<file path="config.mk">
export PLATFORM = sky130hd
export DESIGN_NAME = dual_limit_timer
export DESIGN_NICKNAME = d
export VERILOG_FILES = /design/src/rtl/timer_pkg.sv /design/src/rtl/timer_ctl.sv /design/src/rtl/timer_dp.sv /design/src/rtl/dual_limit_timer.sv
export SDC_FILE = /design/constraint.sdc
export NUM_CORES = 1
export LEC_CHECK = 0
export ABC_AREA = 1
export CAP_MARGIN = 10
export CELL_PAD_IN_SITES_DETAIL_PLACEMENT = 1
export CELL_PAD_IN_SITES_GLOBAL_PLACEMENT = 1
export CORE_MARGIN = 2
export CORE_UTILIZATION = 40
export DETAILED_ROUTE_END_ITERATION = 6
export DONT_BUFFER_PORTS = 1
export PLACE_DENSITY = 0.81
export SLEW_MARGIN = 10
export SYNTH_ARGS = -nofsm -noshare
export SYNTH_HDL_FRONTEND = slang
export SYNTH_SLANG_ARGS = --single-unit
</file>
<file path="constraint.sdc">
create_clock -name clk -period 2.3 [get_ports clk]
set_input_delay 0.345 -clock clk [delete_from_list [all_inputs] [get_ports clk]]
set_output_delay 0.345 -clock clk [all_outputs]
set_load 0.02 [all_outputs]
</file>
<file path="src/rtl/timer_pkg.sv">
package timer_pkg;
  localparam int unsigned ADDR_COUNT = 0;
  localparam int unsigned ADDR_LIMA  = 1;
  localparam int unsigned ADDR_LIMB  = 2;
  localparam int unsigned ADDR_CTRL  = 3;

  typedef enum logic [1:0] {
    SRC_SLOT  = 2'd0,
    SRC_PIN   = 2'd1,
    SRC_TICK  = 2'd2,
    SRC_NONE  = 2'd3
  } srcSel_t;

  typedef struct packed {
    srcSel_t src;
    logic    altEn;
    logic    continuous;
    logic    enable;
  } ctrlWord_t;

  typedef struct packed {
    logic inc;
    logic wrap;
    logic flip;
    logic stop;
  } tmrStrobe_t;
endpackage

</file>
<file path="src/rtl/timer_ctl.sv">
module timer_ctl
  import timer_pkg::*;
#(
  parameter int WIDTH       = 16,
  parameter int SLOT_DIV    = 4,
  parameter int SYNC_STAGES = 2
) (
  input  logic             clk,
  input  logic             rstN,
  input  ctrlWord_t        ctrl,
  input  logic             useB,
  input  logic [WIDTH-1:0] countQ,
  input  logic [WIDTH-1:0] activeLimit,
  input  logic             cntWrite,
  input  logic             extPin,
  input  logic             prescaleTick,
  output tmrStrobe_t       stb,
  output logic             slot
);
  localparam int PW = (SLOT_DIV > 1) ? $clog2(SLOT_DIV) : 1;
  localparam logic [PW-1:0] LAST_PHASE = PW'(SLOT_DIV - 1);

  logic [PW-1:0] phaseQ;
  logic [SYNC_STAGES:0] syncQ;
  logic pendQ;
  logic extRise;
  logic evtIn;
  logic fire;
  logic hit;
  logic [WIDTH:0] limitEff;
  logic [WIDTH:0] countNext;

  always_ff @(posedge clk) begin
    if (!rstN) phaseQ <= '0;
    else if (phaseQ == LAST_PHASE) phaseQ <= '0;
    else phaseQ <= phaseQ + 1'b1;
  end

  assign slot = (phaseQ == LAST_PHASE);

  always_ff @(posedge clk) begin
    if (!rstN) syncQ <= '0;
    else syncQ <= {syncQ[SYNC_STAGES-1:0], extPin};
  end

  assign extRise = syncQ[SYNC_STAGES-1] & ~syncQ[SYNC_STAGES];

  always_comb begin
    case (ctrl.src)
      SRC_PIN:  evtIn = extRise;
      SRC_TICK: evtIn = prescaleTick;
      default:  evtIn = 1'b0;
    endcase
  end

  always_ff @(posedge clk) begin
    if (!rstN) pendQ <= 1'b0;
    else pendQ <= ctrl.enable && !slot && (pendQ || evtIn);
  end

  assign fire = slot && ctrl.enable && !cntWrite &&
                ((ctrl.src == SRC_SLOT) ||
                 ((ctrl.src != SRC_NONE) && (pendQ || evtIn)));

  assign limitEff  = (activeLimit == '0) ? {1'b1, {WIDTH{1'b0}}} : {1'b0, activeLimit};
  assign countNext = {1'b0, countQ} + 1'b1;
  assign hit       = (countNext == limitEff);

  always_comb begin
    stb.inc  = fire && !hit;
    stb.wrap = fire && hit;
    stb.flip = fire && hit && ctrl.altEn;
    stb.stop = fire && hit && !ctrl.continuous && (!ctrl.altEn || useB);
  end
endmodule

</file>
<file path="src/rtl/timer_dp.sv">
module timer_dp
  import timer_pkg::*;
#(
  parameter int WIDTH = 16
) (
  input  logic             clk,
  input  logic             rstN,
  input  logic             wrEn,
  input  logic [1:0]       wrAddr,
  input  logic [WIDTH-1:0] wrData,
  input  logic [1:0]       rdAddr,
  input  tmrStrobe_t       stb,
  output logic [WIDTH-1:0] rdData,
  output ctrlWord_t        ctrl,
  output logic [WIDTH-1:0] countQ,
  output logic [WIDTH-1:0] activeLimit,
  output logic             useB,
  output logic             lowPulse
);
  localparam int CW = $bits(ctrlWord_t);

  logic [WIDTH-1:0] limAQ;
  logic [WIDTH-1:0] limBQ;
  logic wrCount;
  logic wrLimA;
  logic wrLimB;
  logic wrCtrl;

  assign wrCount = wrEn && (wrAddr == 2'(ADDR_COUNT));
  assign wrLimA  = wrEn && (wrAddr == 2'(ADDR_LIMA));
  assign wrLimB  = wrEn && (wrAddr == 2'(ADDR_LIMB));
  assign wrCtrl  = wrEn && (wrAddr == 2'(ADDR_CTRL));

  always_ff @(posedge clk) begin
    if (!rstN) countQ <= '0;
    else if (wrCount) countQ <= wrData;
    else if (stb.wrap) countQ <= '0;
    else if (stb.inc) countQ <= countQ + 1'b1;
  end

  always_ff @(posedge clk) begin
    if (!rstN) begin
      limAQ <= '0;
      limBQ <= '0;
    end else begin
      if (wrLimA) limAQ <= wrData;
      if (wrLimB) limBQ <= wrData;
    end
  end

  always_ff @(posedge clk) begin
    if (!rstN) begin
      ctrl <= '0;
      useB <= 1'b0;
    end else if (wrCtrl) begin
      ctrl <= ctrlWord_t'(wrData[CW-1:0]);
      useB <= 1'b0;
    end else begin
      if (stb.stop) ctrl.enable <= 1'b0;
      if (stb.flip) useB <= ~useB;
    end
  end

  always_ff @(posedge clk) begin
    if (!rstN) lowPulse <= 1'b0;
    else lowPulse <= stb.wrap;
  end

  assign activeLimit = useB ? limBQ : limAQ;

  always_comb begin
    case (rdAddr)
      2'(ADDR_COUNT): rdData = countQ;
      2'(ADDR_LIMA):  rdData = limAQ;
      2'(ADDR_LIMB):  rdData = limBQ;
      default:        rdData = {{(WIDTH-CW){1'b0}}, ctrl};
    endcase
  end
endmodule

</file>
<file path="src/rtl/dual_limit_timer.sv">
module dual_limit_timer
  import timer_pkg::*;
#(
  parameter int WIDTH       = 16,
  parameter int SLOT_DIV    = 4,
  parameter int SYNC_STAGES = 2
) (
  input  logic             clk,
  input  logic             rstN,
  input  logic             wrEn,
  input  logic [1:0]       wrAddr,
  input  logic [WIDTH-1:0] wrData,
  input  logic [1:0]       rdAddr,
  output logic [WIDTH-1:0] rdData,
  input  logic             extPin,
  input  logic             prescaleTick,
  output logic             timerOut,
  output logic             termPulse
);
  tmrStrobe_t       stb;
  ctrlWord_t        ctrl;
  logic [WIDTH-1:0] countVal;
  logic [WIDTH-1:0] activeLimit;
  logic             useSec;
  logic             lowPulse;
  logic             svcSlot;
  logic             cntWrite;
  logic             altOn;

  assign cntWrite = wrEn && (wrAddr == 2'(ADDR_COUNT));
  assign altOn    = ctrl.altEn;

  timer_ctl #(.WIDTH(WIDTH), .SLOT_DIV(SLOT_DIV), .SYNC_STAGES(SYNC_STAGES)) u_ctl (
    .clk(clk), .rstN(rstN), .ctrl(ctrl), .useB(useSec), .countQ(countVal),
    .activeLimit(activeLimit), .cntWrite(cntWrite), .extPin(extPin),
    .prescaleTick(prescaleTick), .stb(stb), .slot(svcSlot)
  );

  timer_dp #(.WIDTH(WIDTH)) u_dp (
    .clk(clk), .rstN(rstN), .wrEn(wrEn), .wrAddr(wrAddr), .wrData(wrData),
    .rdAddr(rdAddr), .stb(stb), .rdData(rdData), .ctrl(ctrl), .countQ(countVal),
    .activeLimit(activeLimit), .useB(useSec), .lowPulse(lowPulse)
  );

  assign timerOut  = altOn ? ~useSec : ~lowPulse;
  assign termPulse = lowPulse;
endmodule

</file>
==> summary.md, run 1 <==
| Metric | Value |
|---|---|
| Status | finished clean |
| Initial core utilization | 0.405 |
| Ys Warns | 0 |
| Critical-path top delay cell | dfxtp_2 |
| WL per Instance | 19.2 microns |
| Worst hold path depth | 2 |
| Max-slew headroom | 0.546 |
| Min-delay src | rstN |
| Syn_area_per_cell | 6.18 sq um |
| CTS Root Cell | clkbuf_8 |
| Crit path time final | 2.25 ns |
| Worst Hold Class | input pin to flop |
| N_diodes | 0 |
| Setup tns final | 0 ns |
| Post-Synth Simple-Gate Area | 0.335 |
| Starting DRC count in detailed routing | 231 |
| Most used flip-flop cell after synthesis | dfxtp_1 |
| Max Cap Violations | 0 |
| Synth Area in Compound Gates | 0.179 |
| Die Area | 10000 sq um |
| Vias in the first global route | 4472 |
| VDD IR max | 239 uV |
| Gpl congestion | 0.939 |
| H-tree depth | 3 |
| Count leader, synth | nand2_1 |
| Fin. Hold Viols | 0 |
| Pre-CTS WS | -0.0477 ns |
| Placed Instances | 714 |
| Nets | 649 |
| WS Path Type | flop to flop |
| Sequential area share after synthesis | 0.331 |
| CTS buffer count | 9 |
| Unique masters post-synth | 30 |
| Total gr overflow | 0 |
| Max FO, Critical Path | 7 |
| WP buf/inv | 2 |
| Router iterations before antenna repair | 5 |
| Fmax | 445 MHz |
| Reg2reg start | u_dp.countQ[0] |
| Largest net degree at the start of global routing | 39 |
| Most frequent CP cell | nand3_1 |
| Sink Count | 61 |
| Final Worst Setup Slack | 0.0546 ns |
| CP Data Arrival Time | 2.50 ns |
| Die W | 100 microns |
| Routed WL | 14100 microns |
| IO Pins | 43 |
| Initial antenna violation count | 0 |
| Flop2flop setup slack | 0.05 ns |
| Top cell type's share of synthesized area | 0.331 |
| Crit start category | flop |
| I/O Buffers | 0 |
| Die H | 100 microns |
| Synth Register Bits | 61 |
| CP peak stage delay | 0.37 ns |
| Yosys top cell by area | dfxtp_1 |
| Final critical-path share of the clock period | 0.976 |
| Layout Cells excl Fill | 734 |
| Worst Tran Pin Value | 0.674 ns |
| TritonCTS clock tree | yes |
| Row count | 35 |
| Hold EP | u_ctl.syncQ[1] |
| Reg clk slew, reported paths | 0.09 ns |
| Routed Antenna Nets | 0 |
| Largest family of logic cells by synthesized area | simple AND/OR/NAND/NOR gates |
| First-pass GRT wire length | 22500 microns |
| Synth area leaders | dfxtp_1, nand2_1, inv_1 |
| Ys async rst share | 0 |
| Netlist Area Pre-Place | 3690 sq um |
| Syn-to-layout area delta | 16.4% |
| Synth Area in Adders | 0.0203 |
| Worst path cell trace | ha_4 -> nand2_1 -> nor2_4 -> buf_12 -> nand3_1 -> nand3_1 -> nand2_1 -> nor2_1 -> nand3_1 -> nor2_2 -> nand4_4 -> buf_4 -> nand3_1 -> a21oi_1 |
| Via count | 4170 |
| Leak Pwr | 1.85 nW |
| R2R Path End | u_dp.countQ[9] |
| Total power | 2.55 mW |
| FF-to-FF path depth | 14 |
| Syn nets | 628 |
| DP HPWL | 10100 microns |
| EDFF count, synth | 0 |
| Post-Syn Instances | 597 |
| CTS Buffer Depth | 2 |
| # DRC | 0 |
| GRT Total Usage | 0.289 |
| Post-synthesis mux area share | 0 |
| Commonest cells in the netlist | nand2_1, inv_1, dfxtp_1, nand3_1, a21oi_1 |
| Final setup fails | 0 |
| Skew final | 0.0167 ns |
| Top Family by Delay on Critical Path | simple AND/OR/NAND/NOR gates |
| Clock Latency Late Sink | 0.38 ns |
| Synth Area in XOR/XNOR | 0.0180 |
| Cell area power density | 594 nW/um^2 |
| Layout cell share with drive strength beyond 1 | 0.120 |
| Worst setup EP type | flop |
| Max-slew violation count | 0 |
| Vias/cell | 5.68 |
| Core area | 9110 sq um |
| Data required, critical path | 2.55 ns |
[logic make-up after synthesis]
logic type / Yosys count
AOI/OAI and AO/OA: 123
xor gates and xnor gates: 6
adders and majority gates: 6
buffers and inverters: 109
DFF: 61
and+or+nand+nor: 292
[cell usage in the layout, fill, tap and decap left out, types with 5 or more instances in the layout]
master | synthesis | routed
dfxtp_1 | 61 | 57
o22ai_1 | 18 | 18
nand3_1 | 56 | 55
o21ai_0 | 46 | 45
a21oi_1 | 50 | 50
ha_1 | 6 | 5
nor2_2 | 6 | 10
nand4_1 | 5 | 5
buf_4 | 0 | 28
nand2_1 | 175 | 174
inv_1 | 84 | 82
clkbuf_8 | 0 | 10
nor2_1 | 40 | 32
[registers in the layout (all words and copies together), names as in the netlist]
signal,cells
u_dp.lowPulse,1
u_ctl.pendQ,1
u_ctl.syncQ,3
u_dp.limAQ,16
u_dp.ctrl,5
u_dp.countQ,16
u_ctl.phaseQ,2
u_dp.useB,1
u_dp.limBQ,16
[stage by stage]
stage          hold slack, ns  cell area, sq um  utilization
2_1_floorplan           0.390              3690            -
3_3_place_gp            0.406              3970        0.436
3_5_place_dp            0.427              3970        0.436
4_1_cts                0.0752              4200        0.461
5_1_grt                0.0992              4300        0.472
6_report               0.0745              4300        0.472
[per-layer routing]
| metal | vias up | routed length (microns) | track usage |
|---|---|---|---|
| li1 | 1984 | - | - |
| met1 | 2018 | 5810 | 0.333 |
| met2 | 127 | 6990 | 0.514 |
| met3 | 41 | 787 | 0.0592 |
| met4 | 0 | 463 | 0.131 |
| met5 | - | 0 | 0 |
[what timing repair did]
action                                  in CTS  in global routing
endpoints found under the setup margin      18                 19
pin swaps                                    2                  5
hold buffers                                 0                  0
gates resized for setup                      4                 20
setup buffers                                1                  3
[final cells by class]
cell class	instances	area, sq um
Timing Repair Buffer	32	290
Clock buffer	10	138
Tap cell	111	139
Clock inverter	6	71.3
Fill cell	1240	4810
Sequential cell	61	1230
Inverter	87	329
Multi-Input combinational cell	427	2100
[report_power, final]
group / internal, mW / leakage (nW) / total [mW] / switching [mW]
Combinational: 0.121 / 1.25 / 0.366 / 0.244
Sequential: 1.10 / 0.500 / 1.14 / 0.0381
Clock: 0.537 / 0.0991 / 1.05 / 0.508
[how the worst max path moves through the flow]
stage | start | to | slack [ns] | cells after the start
after floorplan | u_dp.countQ[1] | u_dp.countQ[7] | 0.31 | 13
after global placement | u_dp.countQ[0] | u_dp.countQ[9] | 0.11 | 13
after detailed placement | u_dp.countQ[0] | u_dp.countQ[14] | -0.05 | 13
after CTS | u_dp.countQ[0] | u_dp.countQ[9] | 0.0005 | 13
after global routing | u_dp.countQ[0] | u_dp.useB | -0.05 | 15
final | u_dp.countQ[0] | u_dp.countQ[9] | 0.05 | 14
Note: power is estimated with default switching activity, not from simulation.
==> run 2, diff against run 1 <==
- CELL_PAD_IN_SITES_DETAIL_PLACEMENT: 1 -> default
- CELL_PAD_IN_SITES_GLOBAL_PLACEMENT: 1 -> default
- CTS_BUF_LIST: default -> sky130_fd_sc_hd__clkbuf_16
- PLACE_DENSITY: 0.81 -> 0.62
==> run 2 against run 1 <==
Against the previous run: maximum frequency grew 8.7%; clock-buffer cell count decreased by 1; utilization rose by 0.87 points; non-clock buffer count is the same; final area up 1.8%; routed wire length shrank 15%; critical endpoint is now u_dp.ctrl[0]; largest power group is now the clock network; highest routed layer unchanged.
==> summary.md, run 2 (synthesis gave the netlist of run 1 again) <==
| Metric | Value |
|---|---|
| Status | finished clean |
| Initial antenna violation count | 0 (unchanged) |
| Worst setup EP type | flop |
| Layout cell share with drive strength beyond 1 | 0.122 (+0.00161) |
| Die H | 100 microns (unchanged) |
| CP peak stage delay | 0.35 ns (-0.02 ns) |
| Finished Core Util | 0.480 (+0.00865) |
| Die W | 100 microns (unchanged) |
| Syn-to-layout area delta | 18.5% |
| Largest net degree at the start of global routing | 39 (unchanged) |
| Max Cap Violations | 0 (unchanged) |
| Gpl congestion | 0.922 (-1.8%) |
| VDD IR max | 456 uV (+91%) |
| IO Pins | 43 (unchanged) |
| Vias/cell | 5.35 (-5.8%) |
| Worst path cell trace | ha_4 -> nand2_2 -> nor2_4 -> nand2_1 -> nand3_1 -> nand2_1 -> nor2_1 -> nand3_1 -> nor2_2 -> nand4_4 -> buf_12 -> o21ai_1 -> o21ai_0 |
| Leak Pwr | 1.89 nW (+1.8%) |
| RSZ-0062 raised after global routing | false |
| Via count | 3928 (-5.8%) |
| Starting DRC count in detailed routing | 199 (-14%) |
| Initial core utilization | 0.405 (unchanged) |
| Fin. Hold Viols | 0 (unchanged) |
| Most common cell after layout, fill and taps aside | nand2_1 |
| Fmax | 484 MHz (+8.7%) |
| CP Data Arrival Time | 2.28 ns (-0.22 ns) |
| WS Path Type | flop to flop |
| Vias in the first global route | 3644 (-19%) |
| GRT Total Usage | 0.246 (-0.0427) |
| Crit path time final | 2.07 ns (-0.180 ns) |
| Router iterations before antenna repair | 5 (unchanged) |
| Commonest cells after routing, fill and taps aside | nand2_1, inv_1, dfxtp_1 |
| CTS buffer count | 9 (unchanged) |
| Worst Tran Pin Value | 0.768 ns (+0.0943 ns) |
| Cell area power density | 644 nW/um^2 (+8.3%) |
| TritonCTS clock tree | yes |
| Row count | 35 (unchanged) |
| Sink Count | 61 (unchanged) |
| Die Area | 10000 sq um (unchanged) |
| Max FO, Critical Path | 11 (+4) |
| First-pass GRT wire length | 19000 microns (-16%) |
| WL per Instance | 16.2 microns (-15%) |
| Core area | 9110 sq um (unchanged) |
| Routed WL | 11900 microns (-15%) |
| Routed Antenna Nets | 0 (unchanged) |
| # hold bufs at CTS | 0 (unchanged) |
| CTS Root Cell | clkbuf_16 |
| Filler cell count | 955 (-23%) |
| Final critical-path share of the clock period | 0.898 (-0.0781) |
| Total gr overflow | 0 (unchanged) |
| Nets | 649 (unchanged) |
| H-tree depth | 3 (unchanged) |
| Clock Latency Late Sink | 0.33 ns (-0.05 ns) |
| DP HPWL | 8700 microns (-14%) |
| # DRC | 0 (unchanged) |
| Worst Hold Class | input pin to flop |
| Setup tns final | 0 ns (unchanged) |
| Reg clk slew, reported paths | 0.06 ns (-0.03 ns) |
| Data required, critical path | 2.51 ns (-0.04 ns) |
| Critical-path top delay cell | dfxtp_2 |
| I/O Buffers | 0 (unchanged) |
| Max-slew violation count | 0 (unchanged) |
| Skew final | 0.00331 ns (-0.0133 ns) |
| N_diodes | 0 (unchanged) |
| CTS Buffer Depth | 2 (unchanged) |
| Regs by FF count | u_dp.countQ (16), u_dp.limAQ (16), u_dp.limBQ (16) |
| Final setup fails | 0 (unchanged) |
| Crit start category | flop |
| Max-slew headroom | 0.482 (-0.0635) |
==> run 2: final timing paths <==
kind                  start              to  slack [ns]  cells past startpoint
max          u_dp.countQ[1]    u_dp.ctrl[0]        0.23                     13
min                    rstN  u_ctl.syncQ[1]        0.12                      2
max reg2reg  u_dp.countQ[1]    u_dp.ctrl[0]        0.23                     13
min reg2reg  u_ctl.syncQ[0]  u_ctl.syncQ[1]        0.41                      2
==> run 2: critical path: cells and delay by family, from the launching register on <==
| family | cells | cell delay [ns] |
|---|---|---|
| AO/OA/AOI/OAI | 2 | 0.19 |
| adder cells (fa/ha/maj) | 1 | 0.15 |
| buffers and inverters | 1 | 0.17 |
| flip-flops | 1 | 0.35 |
| AND/OR/NAND/NOR | 9 | 1.09 |
==> run 2: through the flow <==
step / instance area (sq um) / cells / setup WS (ns) / hold WS [ns] / power, mW
finish: 4380 / 734 / 0.234 / 0.115 / 2.82
detailed placement: 3980 / 717 / 0.0726 / 0.398 / 1.49
global route: 4380 / 734 / 0.00712 / 0.133 / 2.93
CTS: 4280 / 733 / 0.0425 / 0.111 / 2.82
floorplan: 3690 / 597 / 0.310 / 0.390 / 1.39
global placement: 3980 / 717 / 0.154 / 0.396 / 1.49
==> run 2: repair_timing <==
item                                    4_1_cts  5_1_grt
buffers inserted                              0        1
resized for setup                             0       30
endpoints found under the setup margin        0       18
==> run 2: metal layers <==
layer,vias up,part of all wire,track usage
met5,-,0,0
met3,12,0.066,0.0453
li1,1972,-,-
met2,141,0.48,0.427
met1,1803,0.44,0.312
met4,0,0.017,0.0727
==> run 2: cell type report <==
cell class / instances / area, sq um / share of cell area
Clock inverter: 7 / 66.3 / 0.0152
Multi-Input combinational cell: 427 / 2120 / 0.485
Clock buffer: 9 / 225 / 0.0515
Sequential cell: 61 / 1230 / 0.280
Tap cell: 111 / 139 / 0.0317
Inverter: 87 / 329 / 0.0752
Timing Repair Buffer: 32 / 265 / 0.0606
==> run 2: power by group <==
group | internal (mW) | total, mW | switching, mW
clock network | 0.830 | 1.33 | 0.502
registers | 1.11 | 1.14 | 0.0360
logic | 0.116 | 0.343 | 0.227
